==> src/rtl/dbgx_pkg.sv <==
// Shared widths, TAP state encoding, instruction codes and chain identifiers.
package dbgx_pkg;
    localparam int IR_W  = 5;
    localparam int SEL_W = 5;

    typedef enum logic [3:0] {
        TS_RESET, TS_IDLE,
        TS_SEL_DR, TS_CAP_DR, TS_SH_DR, TS_EX1_DR, TS_PAU_DR, TS_EX2_DR, TS_UPD_DR,
        TS_SEL_IR, TS_CAP_IR, TS_SH_IR, TS_EX1_IR, TS_PAU_IR, TS_EX2_IR, TS_UPD_IR
    } tap_st_t;

    localparam logic [IR_W-1:0] OP_EXTEST   = 5'h00;
    localparam logic [IR_W-1:0] OP_SCAN_SEL = 5'h02;
    localparam logic [IR_W-1:0] OP_INTEST   = 5'h0C;
    localparam logic [IR_W-1:0] OP_ITR      = 5'h1D;
    localparam logic [IR_W-1:0] OP_BYPASS   = 5'h1F;

    localparam logic [SEL_W-1:0] SEL_STAT = 5'd1;
    localparam logic [SEL_W-1:0] SEL_INS  = 5'd4;
    localparam logic [SEL_W-1:0] SEL_DATA = 5'd5;
    localparam logic [SEL_W-1:0] SEL_MARK = {1'b1, {(SEL_W-1){1'b0}}};

    typedef enum logic [2:0] {CH_BYP, CH_SEL, CH_STAT, CH_INS, CH_DATA} chain_t;
endpackage

==> src/rtl/dbgx_tap_ctrl.sv <==
// TAP controller: the standard 16-state machine clocked by tck.
// Assumes trst_n is synchronous to tck and active low.
module dbgx_tap_ctrl
    import dbgx_pkg::*;
(
    input  logic    tck,
    input  logic    trst_n,
    input  logic    tms,
    output tap_st_t state
);
    tap_st_t nxt;

    // Next-state selection from tms
    always_comb begin
        unique case (state)
            TS_RESET:  nxt = tms ? TS_RESET  : TS_IDLE;
            TS_IDLE:   nxt = tms ? TS_SEL_DR : TS_IDLE;
            TS_SEL_DR: nxt = tms ? TS_SEL_IR : TS_CAP_DR;
            TS_CAP_DR: nxt = tms ? TS_EX1_DR : TS_SH_DR;
            TS_SH_DR:  nxt = tms ? TS_EX1_DR : TS_SH_DR;
            TS_EX1_DR: nxt = tms ? TS_UPD_DR : TS_PAU_DR;
            TS_PAU_DR: nxt = tms ? TS_EX2_DR : TS_PAU_DR;
            TS_EX2_DR: nxt = tms ? TS_UPD_DR : TS_SH_DR;
            TS_UPD_DR: nxt = tms ? TS_SEL_DR : TS_IDLE;
            TS_SEL_IR: nxt = tms ? TS_RESET  : TS_CAP_IR;
            TS_CAP_IR: nxt = tms ? TS_EX1_IR : TS_SH_IR;
            TS_SH_IR:  nxt = tms ? TS_EX1_IR : TS_SH_IR;
            TS_EX1_IR: nxt = tms ? TS_UPD_IR : TS_PAU_IR;
            TS_PAU_IR: nxt = tms ? TS_EX2_IR : TS_PAU_IR;
            TS_EX2_IR: nxt = tms ? TS_UPD_IR : TS_SH_IR;
            TS_UPD_IR: nxt = tms ? TS_SEL_DR : TS_IDLE;
            default:   nxt = TS_RESET;
        endcase
    end

    // State register with synchronous reset
    always_ff @(posedge tck) begin
        if (!trst_n) state <= TS_RESET;
        else         state <= nxt;
    end


    five_tms_reset_chk: assert property (@(posedge tck) disable iff (!trst_n)
        (tms && $past(tms) && $past(tms, 2) && $past(tms, 3) && $past(tms, 4)) |=> state == TS_RESET);
endmodule

==> src/rtl/dbgx_ir_sel.sv <==
// Instruction register, scan-chain select register and chain routing.
// Assumes the DR shift register delivers the select field in its low bits.
module dbgx_ir_sel
    import dbgx_pkg::*;
(
    input  logic             tck,
    input  logic             trst_n,
    input  logic             tdi,
    input  tap_st_t          state,
    input  logic [SEL_W-1:0] sel_bits,
    output logic [IR_W-1:0]  ir_q,
    output logic [SEL_W-1:0] sel_q,
    output chain_t           chain,
    output logic             exec_ok,
    output logic             ir_tdo
);
    logic [IR_W-1:0] ir_sh;
    logic            ir_dbg;

    assign ir_tdo = ir_sh[0];
    assign ir_dbg = (ir_q == OP_INTEST) || (ir_q == OP_EXTEST) || (ir_q == OP_ITR);

    // IR shift path: capture fixed pattern, shift LSB first
    always_ff @(posedge tck) begin
        if (!trst_n)                 ir_sh <= '0;
        else if (state == TS_CAP_IR) ir_sh <= IR_W'(1);
        else if (state == TS_SH_IR)  ir_sh <= {tdi, ir_sh[IR_W-1:1]};
    end

    // Instruction register: bypass on reset, loaded at Update-IR
    always_ff @(posedge tck) begin
        if (!trst_n || state == TS_RESET) ir_q <= OP_BYPASS;
        else if (state == TS_UPD_IR)      ir_q <= ir_sh;
    end

    // Select register: cleared on reset, loaded at Update-DR under the select instruction
    always_ff @(posedge tck) begin
        if (!trst_n || state == TS_RESET)                  sel_q <= '0;
        else if (state == TS_UPD_DR && ir_q == OP_SCAN_SEL) sel_q <= sel_bits;
    end

    // Routing of DR scans to one chain
    always_comb begin
        chain = CH_BYP;
        if (ir_q == OP_SCAN_SEL)  chain = CH_SEL;
        else if (ir_q == OP_ITR)  chain = CH_INS;
        else if (ir_dbg) begin
            if (sel_q == SEL_STAT)     chain = CH_STAT;
            else if (sel_q == SEL_INS) chain = CH_INS;
            else if (sel_q == SEL_DATA) chain = CH_DATA;
        end
    end

    // Execution enable: debug instruction plus instruction or data chain selected
    assign exec_ok = ir_dbg && (sel_q == SEL_INS || sel_q == SEL_DATA);


    itr_keeps_sel_chk: assert property (@(posedge tck) disable iff (!trst_n)
        (state == TS_UPD_DR && ir_q == OP_ITR) |=> $stable(sel_q));

    sel_update_only_chk: assert property (@(posedge tck) disable iff (!trst_n)
        !$stable(sel_q) |-> ($past(state) == TS_UPD_DR || $past(state) == TS_RESET || !$past(trst_n)));
endmodule

==> src/rtl/dbgx_chains.sv <==
// DR shift register shared by all chains, plus status, instruction issue and
// the two data holding registers with their core-side handshakes.
// Assumes core-side signals are synchronous to tck.
module dbgx_chains
    import dbgx_pkg::*;
#(
    parameter int DATA_W = 32
) (
    input  logic              tck,
    input  logic              trst_n,
    input  logic              tdi,
    input  tap_st_t           state,
    input  chain_t            chain,
    input  logic [IR_W-1:0]   ir_q,
    input  logic              exec_ok,
    output logic              dr_tdo,
    output logic [SEL_W-1:0]  sel_bits,
    output logic              ins_valid,
    output logic [DATA_W-1:0] ins_word,
    input  logic              ins_done,
    output logic [DATA_W-1:0] h2c_data,
    output logic              h2c_full,
    input  logic              h2c_take,
    input  logic [DATA_W-1:0] c2h_word,
    input  logic              c2h_put,
    output logic              c2h_full
);
    localparam int SH_W  = DATA_W + 2;
    localparam int IDX_W = $clog2(SH_W);

    logic [SH_W-1:0]   dr_sh, sh_nxt, cap_val;
    logic [IDX_W-1:0]  last_idx;
    logic [DATA_W-1:0] status_q, c2h_q;
    logic              rdy_cap, idle_entry;
    tap_st_t           prev_st;
    logic              is_in, is_ex;

    assign is_in    = (ir_q == OP_INTEST);
    assign is_ex    = (ir_q == OP_EXTEST);
    assign dr_tdo   = dr_sh[0];
    assign sel_bits = dr_sh[SEL_W-1:0];

    // Chain length decides where tdi enters
    always_comb begin
        unique case (chain)
            CH_SEL:  last_idx = IDX_W'(SEL_W - 1);
            CH_STAT: last_idx = IDX_W'(DATA_W - 1);
            CH_INS:  last_idx = IDX_W'(DATA_W);
            CH_DATA: last_idx = IDX_W'(DATA_W + 1);
            default: last_idx = '0;
        endcase
    end

    // One shift step: move toward bit 0, tdi at the chain's far end
    always_comb begin
        sh_nxt = dr_sh >> 1;
        sh_nxt[last_idx] = tdi;
    end

    // Values presented at Capture-DR for each chain
    always_comb begin
        cap_val = '0;
        unique case (chain)
            CH_SEL:  cap_val[SEL_W-1:0] = SEL_MARK;
            CH_STAT: cap_val[DATA_W-1:0] = status_q;
            CH_INS:  cap_val[DATA_W:0] = {~ins_valid, ins_word};
            CH_DATA: cap_val = is_in ? {1'b1, c2h_full, c2h_q}
                                     : {1'b1, ~h2c_full, {DATA_W{1'b0}}};
            default: cap_val = '0;
        endcase
    end

    // Shared DR shift register
    always_ff @(posedge tck) begin
        if (!trst_n)                 dr_sh <= '0;
        else if (state == TS_CAP_DR) dr_sh <= cap_val;
        else if (state == TS_SH_DR)  dr_sh <= sh_nxt;
    end

    // Status word: written only under EXTEST
    always_ff @(posedge tck) begin
        if (!trst_n) status_q <= '0;
        else if (state == TS_UPD_DR && chain == CH_STAT && is_ex) status_q <= dr_sh[DATA_W-1:0];
    end

    // Held opcode: written through the instruction chain except under INTEST
    always_ff @(posedge tck) begin
        if (!trst_n) ins_word <= '0;
        else if (state == TS_UPD_DR && chain == CH_INS && !is_in) ins_word <= dr_sh[DATA_W-1:0];
    end

    // Previous TAP state, used to see the first cycle in Run-Test/Idle
    always_ff @(posedge tck) begin
        if (!trst_n) prev_st <= TS_RESET;
        else         prev_st <= state;
    end
    assign idle_entry = (state == TS_IDLE) && (prev_st != TS_IDLE);

    // Issue handshake: raised once per idle entry, dropped on completion
    always_ff @(posedge tck) begin
        if (!trst_n)                     ins_valid <= 1'b0;
        else if (idle_entry && exec_ok)  ins_valid <= 1'b1;
        else if (ins_done)               ins_valid <= 1'b0;
    end

    // Ready seen by the host on an EXTEST data capture
    always_ff @(posedge tck) begin
        if (!trst_n)                 rdy_cap <= 1'b0;
        else if (state == TS_CAP_DR) rdy_cap <= (chain == CH_DATA) && is_ex && !h2c_full;
        else if (state == TS_UPD_DR) rdy_cap <= 1'b0;
    end

    // Host-to-core register: committed at Update-DR only after a Ready capture
    always_ff @(posedge tck) begin
        if (!trst_n) begin
            h2c_full <= 1'b0;
            h2c_data <= '0;
        end else if (state == TS_UPD_DR && rdy_cap) begin
            h2c_full <= 1'b1;
            h2c_data <= dr_sh[DATA_W-1:0];
        end else if (h2c_take) begin
            h2c_full <= 1'b0;
        end
    end

    // Core-to-host register: host capture empties it, core writes only when empty
    always_ff @(posedge tck) begin
        if (!trst_n) begin
            c2h_full <= 1'b0;
            c2h_q    <= '0;
        end else if (state == TS_CAP_DR && chain == CH_DATA && is_in && c2h_full) begin
            c2h_full <= 1'b0;
        end else if (c2h_put && !c2h_full) begin
            c2h_full <= 1'b1;
            c2h_q    <= c2h_word;
        end
    end


    no_reissue_chk: assert property (@(posedge tck) disable iff (!trst_n)
        (state == TS_IDLE && $past(state) == TS_IDLE && !ins_valid) |=> !ins_valid);

    status_ro_intest_chk: assert property (@(posedge tck) disable iff (!trst_n)
        (chain == CH_STAT && is_in) |=> $stable(status_q));

    h2c_commit_chk: assert property (@(posedge tck) disable iff (!trst_n)
        $rose(h2c_full) |-> $past(state) == TS_UPD_DR);

    c2h_drain_chk: assert property (@(posedge tck) disable iff (!trst_n)
        $fell(c2h_full) |-> $past(state) == TS_CAP_DR);
endmodule

==> src/rtl/dbgx_tap_xfer.sv <==
// Top: TAP controller, IR/select logic and debug chains wired together.
// Assumes a single tck domain for host and core sides.
module dbgx_tap_xfer
    import dbgx_pkg::*;
#(
    parameter int DATA_W = 32
) (
    input  logic              tck,
    input  logic              trst_n,
    input  logic              tms,
    input  logic              tdi,
    output logic              tdo,
    output logic              ins_valid,
    output logic [DATA_W-1:0] ins_word,
    input  logic              ins_done,
    output logic [DATA_W-1:0] h2c_data,
    output logic              h2c_full,
    input  logic              h2c_take,
    input  logic [DATA_W-1:0] c2h_word,
    input  logic              c2h_put,
    output logic              c2h_full
);
    tap_st_t          state;
    chain_t           chain;
    logic [IR_W-1:0]  ir_q;
    logic [SEL_W-1:0] sel_q, sel_bits;
    logic             exec_ok, ir_tdo, dr_tdo;

    dbgx_tap_ctrl u_tap (
        .tck(tck), .trst_n(trst_n), .tms(tms), .state(state)
    );

    dbgx_ir_sel u_irsel (
        .tck(tck), .trst_n(trst_n), .tdi(tdi), .state(state), .sel_bits(sel_bits),
        .ir_q(ir_q), .sel_q(sel_q), .chain(chain), .exec_ok(exec_ok), .ir_tdo(ir_tdo)
    );

    dbgx_chains #(.DATA_W(DATA_W)) u_chains (
        .tck(tck), .trst_n(trst_n), .tdi(tdi), .state(state), .chain(chain),
        .ir_q(ir_q), .exec_ok(exec_ok), .dr_tdo(dr_tdo), .sel_bits(sel_bits),
        .ins_valid(ins_valid), .ins_word(ins_word), .ins_done(ins_done),
        .h2c_data(h2c_data), .h2c_full(h2c_full), .h2c_take(h2c_take),
        .c2h_word(c2h_word), .c2h_put(c2h_put), .c2h_full(c2h_full)
    );

    // Serial output: IR bit while shifting IR, otherwise the DR bit
    assign tdo = (state == TS_SH_IR) ? ir_tdo : dr_tdo;


    issue_needs_sel_chk: assert property (@(posedge tck) disable iff (!trst_n)
        $rose(ins_valid) |-> ($past(sel_q) == SEL_INS || $past(sel_q) == SEL_DATA));

    issue_on_entry_chk: assert property (@(posedge tck) disable iff (!trst_n)
        $rose(ins_valid) |-> ($past(state) == TS_IDLE && $past(exec_ok)));
endmodule

==> config.mk <==
export PLATFORM = sky130hd
export DESIGN_NAME = dbgx_tap_xfer
export DESIGN_NICKNAME = d
export VERILOG_FILES = /design/src/rtl/dbgx_pkg.sv /design/src/rtl/dbgx_tap_ctrl.sv /design/src/rtl/dbgx_ir_sel.sv /design/src/rtl/dbgx_chains.sv /design/src/rtl/dbgx_tap_xfer.sv
export SDC_FILE = /design/constraint.sdc
export NUM_CORES = 1
export LEC_CHECK = 0
export BUFFER_PORTS_ARGS = -buffer_cell sky130_fd_sc_hd__buf_2
export CORE_AREA = 2 2 167 169
export CTS_CLUSTER_DIAMETER = 100
export CTS_CLUSTER_SIZE = 12
export DETAILED_ROUTE_END_ITERATION = 8
export DIE_AREA = 0 0 169 171
export GPL_ROUTABILITY_DRIVEN = 0
export PLACE_DENSITY = 0.57
export SLEW_MARGIN = 20
export SYNTH_ARGS = -nofsm -noshare
export SYNTH_HDL_FRONTEND = slang
export SYNTH_SLANG_ARGS = --single-unit
==> constraint.sdc <==
create_clock -name tck -period 1.9 [get_ports tck]
set_input_delay 0.095 -clock tck [delete_from_list [all_inputs] [get_ports tck]]
set_output_delay 0.095 -clock tck [all_outputs]
set_load 0.01 [all_outputs]
# After elaboration in Yosys (flattened, before gate mapping)
# Index checks and enable logic that the tools add are counted.
[classes]
mux = 39
order_cmp = 2
bitwise = 4
n_reduce_logical = 37
n_eq_ne = 26
[ops]
columns = ["cell", "n"]
rows = [
  ["$pmux 27 s3", 1],
  ["$mux 34", 2],
  ["$pmux 4 s12", 1],
  ["$bwmux 34", 1],
  ["$mux 33", 1],
  ["$eq 4x4->1 const B", 8],
  ["$mux 3", 8],
  ["$pmux 6 s4", 1],
  ["$pmux 5 s4", 1],
  ["$eq 4x3->1 const B", 4],
  ["$logic_and 1x1->1", 16],
  ["$mux 4", 4],
  ["$mux 1", 14],
  ["$eq 5x3->1 const B", 2],
  ["$reduce_bool 2->1", 5],
  ["$eq 4x2->1 const B", 2],
  ["$reduce_or 2->1", 4],
  ["$lt 6x7->1 const B", 1],
  ["$demux 1 s6", 1],
  ["$eq 3x2->1 const B", 2],
  ["$ge 6x1->1 const B", 1],
  ["$mux 2", 3],
  ["$eq 5x1->1 const B", 1],
  ["$eq 5x2->1 const B", 1],
  ["14 further kinds", 23],
]
[word_totals]
inputBits = 39
output_inout_bits = 68
word_cells = 123
regBits = 189

# Depth between registers and ports, before layout
[depth]
word_depth = 16
ltp_mapped = 8
ltp_nobuf = 5

# Hierarchy
# Synthesis repeated with hierarchy kept, for this count alone.
[hier_totals]
hier_cells = 983
area_unflattened_um2 = 8167.8
[modules_own_cells]
columns = ["module", "cells_each", "area_per_inst_um2", "instances"]
rows = [
  ["dbgx_chains", 853, 7063.0, 1],
  ["dbgx_ir_sel", 90, 769.5, 1],
  ["dbgx_tap_ctrl", 38, 315.3, 1],
  ["dbgx_tap_xfer", 2, 20.0, 1],
]

# Least setup slack after synthesis
# OpenSTA, ideal clock, no wires.
[synth_path]
kind = "flip-flop to flip-flop"
start = "reg u_irsel.ir_q[1]"
end = "reg u_chains.status_q[1]"
path_stages_with_launch = 9
path_slack_ns = -0.038
t_arrival_ns = 1.811
required_time_ns = 1.772
path_buffers = 3
path_cell_list = "dfxtp_1 -> buf_4 -> nor4b_4 -> nand3_2 -> or4_1 -> buf_2 -> buf_6 -> mux2i_1 -> nor2_1"
[synth_via]
elab_chain_cells = 9
elab_cells_between_ends = 12
cone_classes = "4 x eq/ne; 3 x mux; 5 x reduce/logical"
[synth_lines]
columns = ["item", "line_no", "text"]
rows = [
  ["from (decl)", "dbgx_ir_sel.sv:11", "output logic [IR_W-1:0] ir_q,"],
  ["from (signal assigned)", "dbgx_ir_sel.sv:33", "else if (state == TS_UPD_IR) ir_q <= ir_sh;"],
  ["$eq 5x4->1 / $logic_not 5->1 (equally long branches)", "dbgx_ir_sel.sv:21, dbgx_chains.sv:39", ""],
  ["$logic_or 1x1->1 (2 in series)", "dbgx_ir_sel.sv:21", "assign ir_dbg = (ir_q == OP_INTEST) || (ir_q == OP_EXTEST) || (ir_q == OP_ITR);"],
  ["$mux 3", "dbgx_ir_sel.sv:47", "else if (ir_dbg) begin"],
  ["$mux 3", "dbgx_ir_sel.sv:46", "else if (ir_q == OP_ITR) chain = CH_INS;"],
  ["$mux 3", "dbgx_ir_sel.sv:45", "if (ir_q == OP_SCAN_SEL) chain = CH_SEL;"],
  ["$eq 3x2->1", "dbgx_chains.sv:83", "else if (state == TS_UPD_DR && chain == CH_STAT && is_ex) status_q <= dr_sh[DATA_W-1:0];"],
  ["$logic_and 1x1->1", "dbgx_chains.sv:83", ""],
  ["$logic_and 1x1->1 *", "dbgx_chains.sv:83", ""],
  ["to (signal assigned)", "dbgx_chains.sv:83", ""],
  ["to (decl)", "dbgx_chains.sv:33", "logic [DATA_W-1:0] status_q, c2h_q;"],
]
# Every way passes the cells marked *; elsewhere a longest branch is shown, timed or not.
# A chain may end at the register's enable or synchronous reset.

# Worst setup path after layout
[layout_path]
start = "reg u_irsel.ir_q[3]"
end = "reg u_chains.dr_sh[4]"
[layout_via]
elab_chain_cells = 15
elab_cells_between_ends = 24
cone_classes = "2 x order compare; 7 x eq/ne; 11 x mux; 4 x reduce/logical"
[layout_lines]
columns = ["item", "line_no", "text"]
rows = [
  ["$eq 5x4->1 / $logic_not 5->1 (equally long branches)", "dbgx_ir_sel.sv:21, dbgx_chains.sv:38", ""],
  ["$logic_or 1x1->1 (2 in series)", "dbgx_ir_sel.sv:21", ""],
  ["$mux 3", "dbgx_ir_sel.sv:47", ""],
  ["$mux 3", "dbgx_ir_sel.sv:46", ""],
  ["$mux 3", "dbgx_ir_sel.sv:45", ""],
  ["$eq 3x3->1, or another cell as far along", "dbgx_chains.sv:45, dbgx_chains.sv:63", ""],
  ["$pmux 6 s4", "dbgx_chains.sv:45", "unique case (chain)"],
  ["$lt 6x7->1 (implied by the code) / $ge 6x1->1 (equally long branches)", "dbgx_chains.sv:57", "sh_nxt[last_idx] = tdi;"],
  ["$logic_and 1x1->1 (implied by the code)", "dbgx_chains.sv:57", ""],
  ["$mux 1 (implied by the code)", "dbgx_chains.sv:57", ""],
  ["$demux 1 s6", "n/a", ""],
  ["$bwmux 34", "dbgx_chains.sv:57", ""],
  ["$mux 34", "dbgx_chains.sv:77", "else if (state == TS_SH_DR) dr_sh <= sh_nxt;"],
  ["$mux 34 *", "dbgx_chains.sv:76", "else if (state == TS_CAP_DR) dr_sh <= cap_val;"],
  ["to (signal assigned)", "dbgx_chains.sv:76", ""],
  ["to (signal assigned)", "dbgx_chains.sv:77", ""],
  ["to (decl)", "dbgx_chains.sv:31", "logic [SH_W-1:0] dr_sh, sh_nxt, cap_val;"],
]
# Every way passes the cells marked *; elsewhere a longest branch is shown, timed or not. The select of a mux whose other input is x is not followed.

==> impl_metrics.toml <==
[run_status]
status = "complete, no violations"

[synthesis]
synth.cell_area_um2 = 8060
synthDistinctLibCells = 51
yosys.area.top_type = "dfxtp_1"
yosysMostFrequentCell = "a21oi_1"
synthArstFlopShare = 0
synth-edff-count = 0
postSynthCellCount = 1007
netlist_top_cells_area = "dfxtp_1 47%, a21oi_1 12%, nand2_1 6.9%, mux2i_1 6.0%, nor2_1 3.9%"
avgSynthCellArea_um2 = 8.01
synth_common_cells = "197 x a21oi_1, 189 x dfxtp_1, 149 x nand2_1"
synth_nets = 1046
synth-seq-area-share = 0.469
synth-warning-count = 0
synth_top_area_frac = 0.469
synth_seq_cells = 189
synthFlopType = "dfxtp_1"

[clock_tree]
cts_tree = "built"
clk_pin_slew_ns = 0.07
cts.path.max_buffers = 2
clock_latency_ns = 0.44
cts-htree-levels = 4
numCtsBuffers = 17
cts.sinks = 189
root_buffer = "clkbuf_16"

[setup_path]
cp_data_arrival_time_ns = 2.18
path_common_cell = "buf_4"
crit_path_end_kind = "flop"
rr_endpoint = "u_chains.dr_sh[4]$_SDFFE_PN0N_"
critPathSlowestCell = "a2111oi_1"
reg2reg_depth = 8
startpoint_type = "flop"
cp_data_required_time_ns = 2.21
path_cells = "buf_4 -> nand4_1 -> buf_4 -> or2_1 -> o31ai_4 -> buf_6 -> a2111oi_1 -> nor3_1"
r2r_start = "u_irsel.ir_q[3]$_SDFFE_PP1N_"
crit_path_max_incr_delay_ns = 0.40
critPathKind = "flop to flop"
path_buf_inv = 3
cp_top_family = "compound AO/OA/AOI/OAI gates"
crit_fanout = 5
ff2ff_setup_slack_ns = 0.03

[timing]
clock.fmax_mhz = 534
worstMarginPinSlew_ns = 0.543
max-slew-margin-rel = 0.633
min_period_ns = 1.87
finalSetupViolations = 0
slew_violations = 0
hold_viol = 0
rsz0062_at_grt = "true"
clock_skew_ns = 0.00943
fin_setup_tns_ns = 0
finalCritPeriodShare = 0.985

[final_layout]
final_core_util = 0.389
drive_gt1_frac = 0.212
n_antenna_cell = 0
final_cell_area_um2 = 10600
fin_cells = 1511
area_growth_pct = 31.8
layout.nets = 1191

[route]
avgRoutedWirePerCell_um = 17.3
wirelength_um = 26100
first_pass_iters = 5
drt_iter0_drc = 579
drcViolationCount = 0
via_per_inst = 5.05
ant_nets = 0
via_count = 7630

[die]
dieHeight_um = 171
rows = 61
die_w_um = 169
io_pins = 107
die_area_um2 = 28900
core_um2 = 27300
start_util = 0.295

[pwr]
total_leakage_power_nw = 4.40
ir_drop_uv = 545
power.total_w = 0.00851
p_per_area_nw_per_um2 = 801

[placed_design]
hpwlAfterDp_um = 16400
placed_area_um2 = 9290
dp_cells = 1429
port-buffer-count = 106

[hold_path]
min_to = "u_irsel.ir_sh[4]$_SDFFE_PP0P_"
hold_depth = 3
hold_path.class = "primary input to flop"
hp-start = "tdi"

[global_route]
grt_pass1_wl_um = 40000
overflow = 0
grt_max_degree = 52
gr-usage-all-layers = 0.174
antenna_found_initial = 0
first_global_vias = 7244

[job]
cap_viol_max_count = 0
-- cell families after synthesis --
logic type | after synthesis | synth area share
flip-flops | 189 | 0.469
XOR/XNOR | 2 | 0.00217
AO/OA/AOI/OAI | 300 | 0.201
buffers and inverters | 95 | 0.0498
AND/OR/NAND/NOR | 370 | 0.214
multiplexers | 51 | 0.0638
-- tightest hold or removal path: stages --
cell	delay, ns
buf_2	0.19
mux2i_1	0.09
nor2_1	0.07
-- worst max path at each step --
stage / startpoint / endpoint / slack [ns] / cells after the start
floorplan: u_irsel.ir_q[1]$_SDFFE_PP1N_ / u_chains.status_q[1]$_SDFFE_PN0P_ / 0.0008 / 8
global placement: u_irsel.ir_q[4]$_SDFFE_PP1N_ / u_chains.status_q[3]$_SDFFE_PN0P_ / -0.12 / 6
detailed placement: u_irsel.ir_q[4]$_SDFFE_PP1N_ / u_chains.status_q[6]$_SDFFE_PN0P_ / -0.15 / 6
CTS: u_irsel.ir_q[2]$_SDFFE_PP1N_ / u_chains.dr_sh[4]$_SDFFE_PN0N_ / -0.006 / 7
global route: u_irsel.ir_q[3]$_SDFFE_PP1N_ / u_chains.dr_sh[4]$_SDFFE_PN0N_ / -0.03 / 8
finish: u_irsel.ir_q[3]$_SDFFE_PP1N_ / u_chains.dr_sh[4]$_SDFFE_PN0N_ / 0.03 / 8
-- stage by stage --
stage / worst slack (ns) / hold WS [ns]
finish: 0.0290 / 0.0499
global route: -0.0331 / 0.0697
CTS: -0.00577 / 0.0447
detailed placement: -0.154 / 0.340
global placement: -0.121 / 0.340
floorplan: 0.000820 / 0.231
-- power by group --
group          internal, W  total, W  switching (W)  leakage (nW)
clock              0.00218   0.00387        0.00169         0.305
sequential         0.00401   0.00406      0.0000468          1.53
combinational     0.000246  0.000586       0.000341          2.56
total              0.00644   0.00851        0.00208          4.40
-- repair_timing --
| action | CTS | global route |
|---|---|---|
| hold buffers | 35 | 0 |
| pin swaps | 0 | 3 |
| cloned | 0 | 7 |
| gates resized for setup | 6 | 38 |
| setup buffers | 0 | 8 |
| endpoints found under the hold margin | 35 | 0 |
| setup endpoints to repair | 83 | 98 |
-- sequential cells by signal (all words and copies together), names as in the netlist --
name                flops
u_chains.status_q      32
u_chains.ins_valid      1
u_chains.ins_word      32
u_irsel.ir_q            5
u_chains.c2h_full       1
u_chains.h2c_data      32
u_irsel.ir_sh           5
u_chains.prev_st        4
u_chains.c2h_q         32
u_tap.state             4
u_chains.rdy_cap        1
u_chains.h2c_full       1
u_chains.dr_sh         34
u_irsel.sel_q           5
-- routing by layer --
layer,global-route usage,up-vias,wire length [um]
met1,0.231,3625,12200
met5,0,-,0
li1,-,3790,-
met4,0.0513,0,449
met2,0.290,184,12400
met3,0.0333,31,1130
-- area by class of cell --
class / instances / area, um^2
clock buffers: 19 / 453
clock inverters: 13 / 181
fillers: 2795 / 16700
inverters: 7 / 28.8
multi-input cells: 723 / 4000
flip-flops and latches: 189 / 3800
well taps: 346 / 433
repair buffers: 214 / 1730
-- cell usage in the layout, fill, tap and decap left out, types with 4 or more instances in the layout --
cell type / synthesis / layout
clkbuf_16: 0 / 22
mux2i_1: 48 / 46
nand3_1: 41 / 41
a21oi_2: 0 / 5
buf_2: 9 / 107
nand2_1: 149 / 149
dfxtp_1: 189 / 181
nor3_1: 6 / 4
o211ai_1: 5 / 5
buf_6: 4 / 9
dfxtp_2: 0 / 5
nor2b_1: 33 / 30
o21ai_1: 26 / 30
a31oi_1: 4 / 4
o22ai_1: 31 / 31
buf_12: 0 / 14
inv_1: 6 / 6
buf_4: 1 / 43
dlygate4sd3_1: 0 / 35
nor2_1: 84 / 84
o21ai_0: 22 / 16
a21oi_1: 197 / 191
and3_1: 33 / 33
No activity file was read; power rests on OpenSTA's default activity.
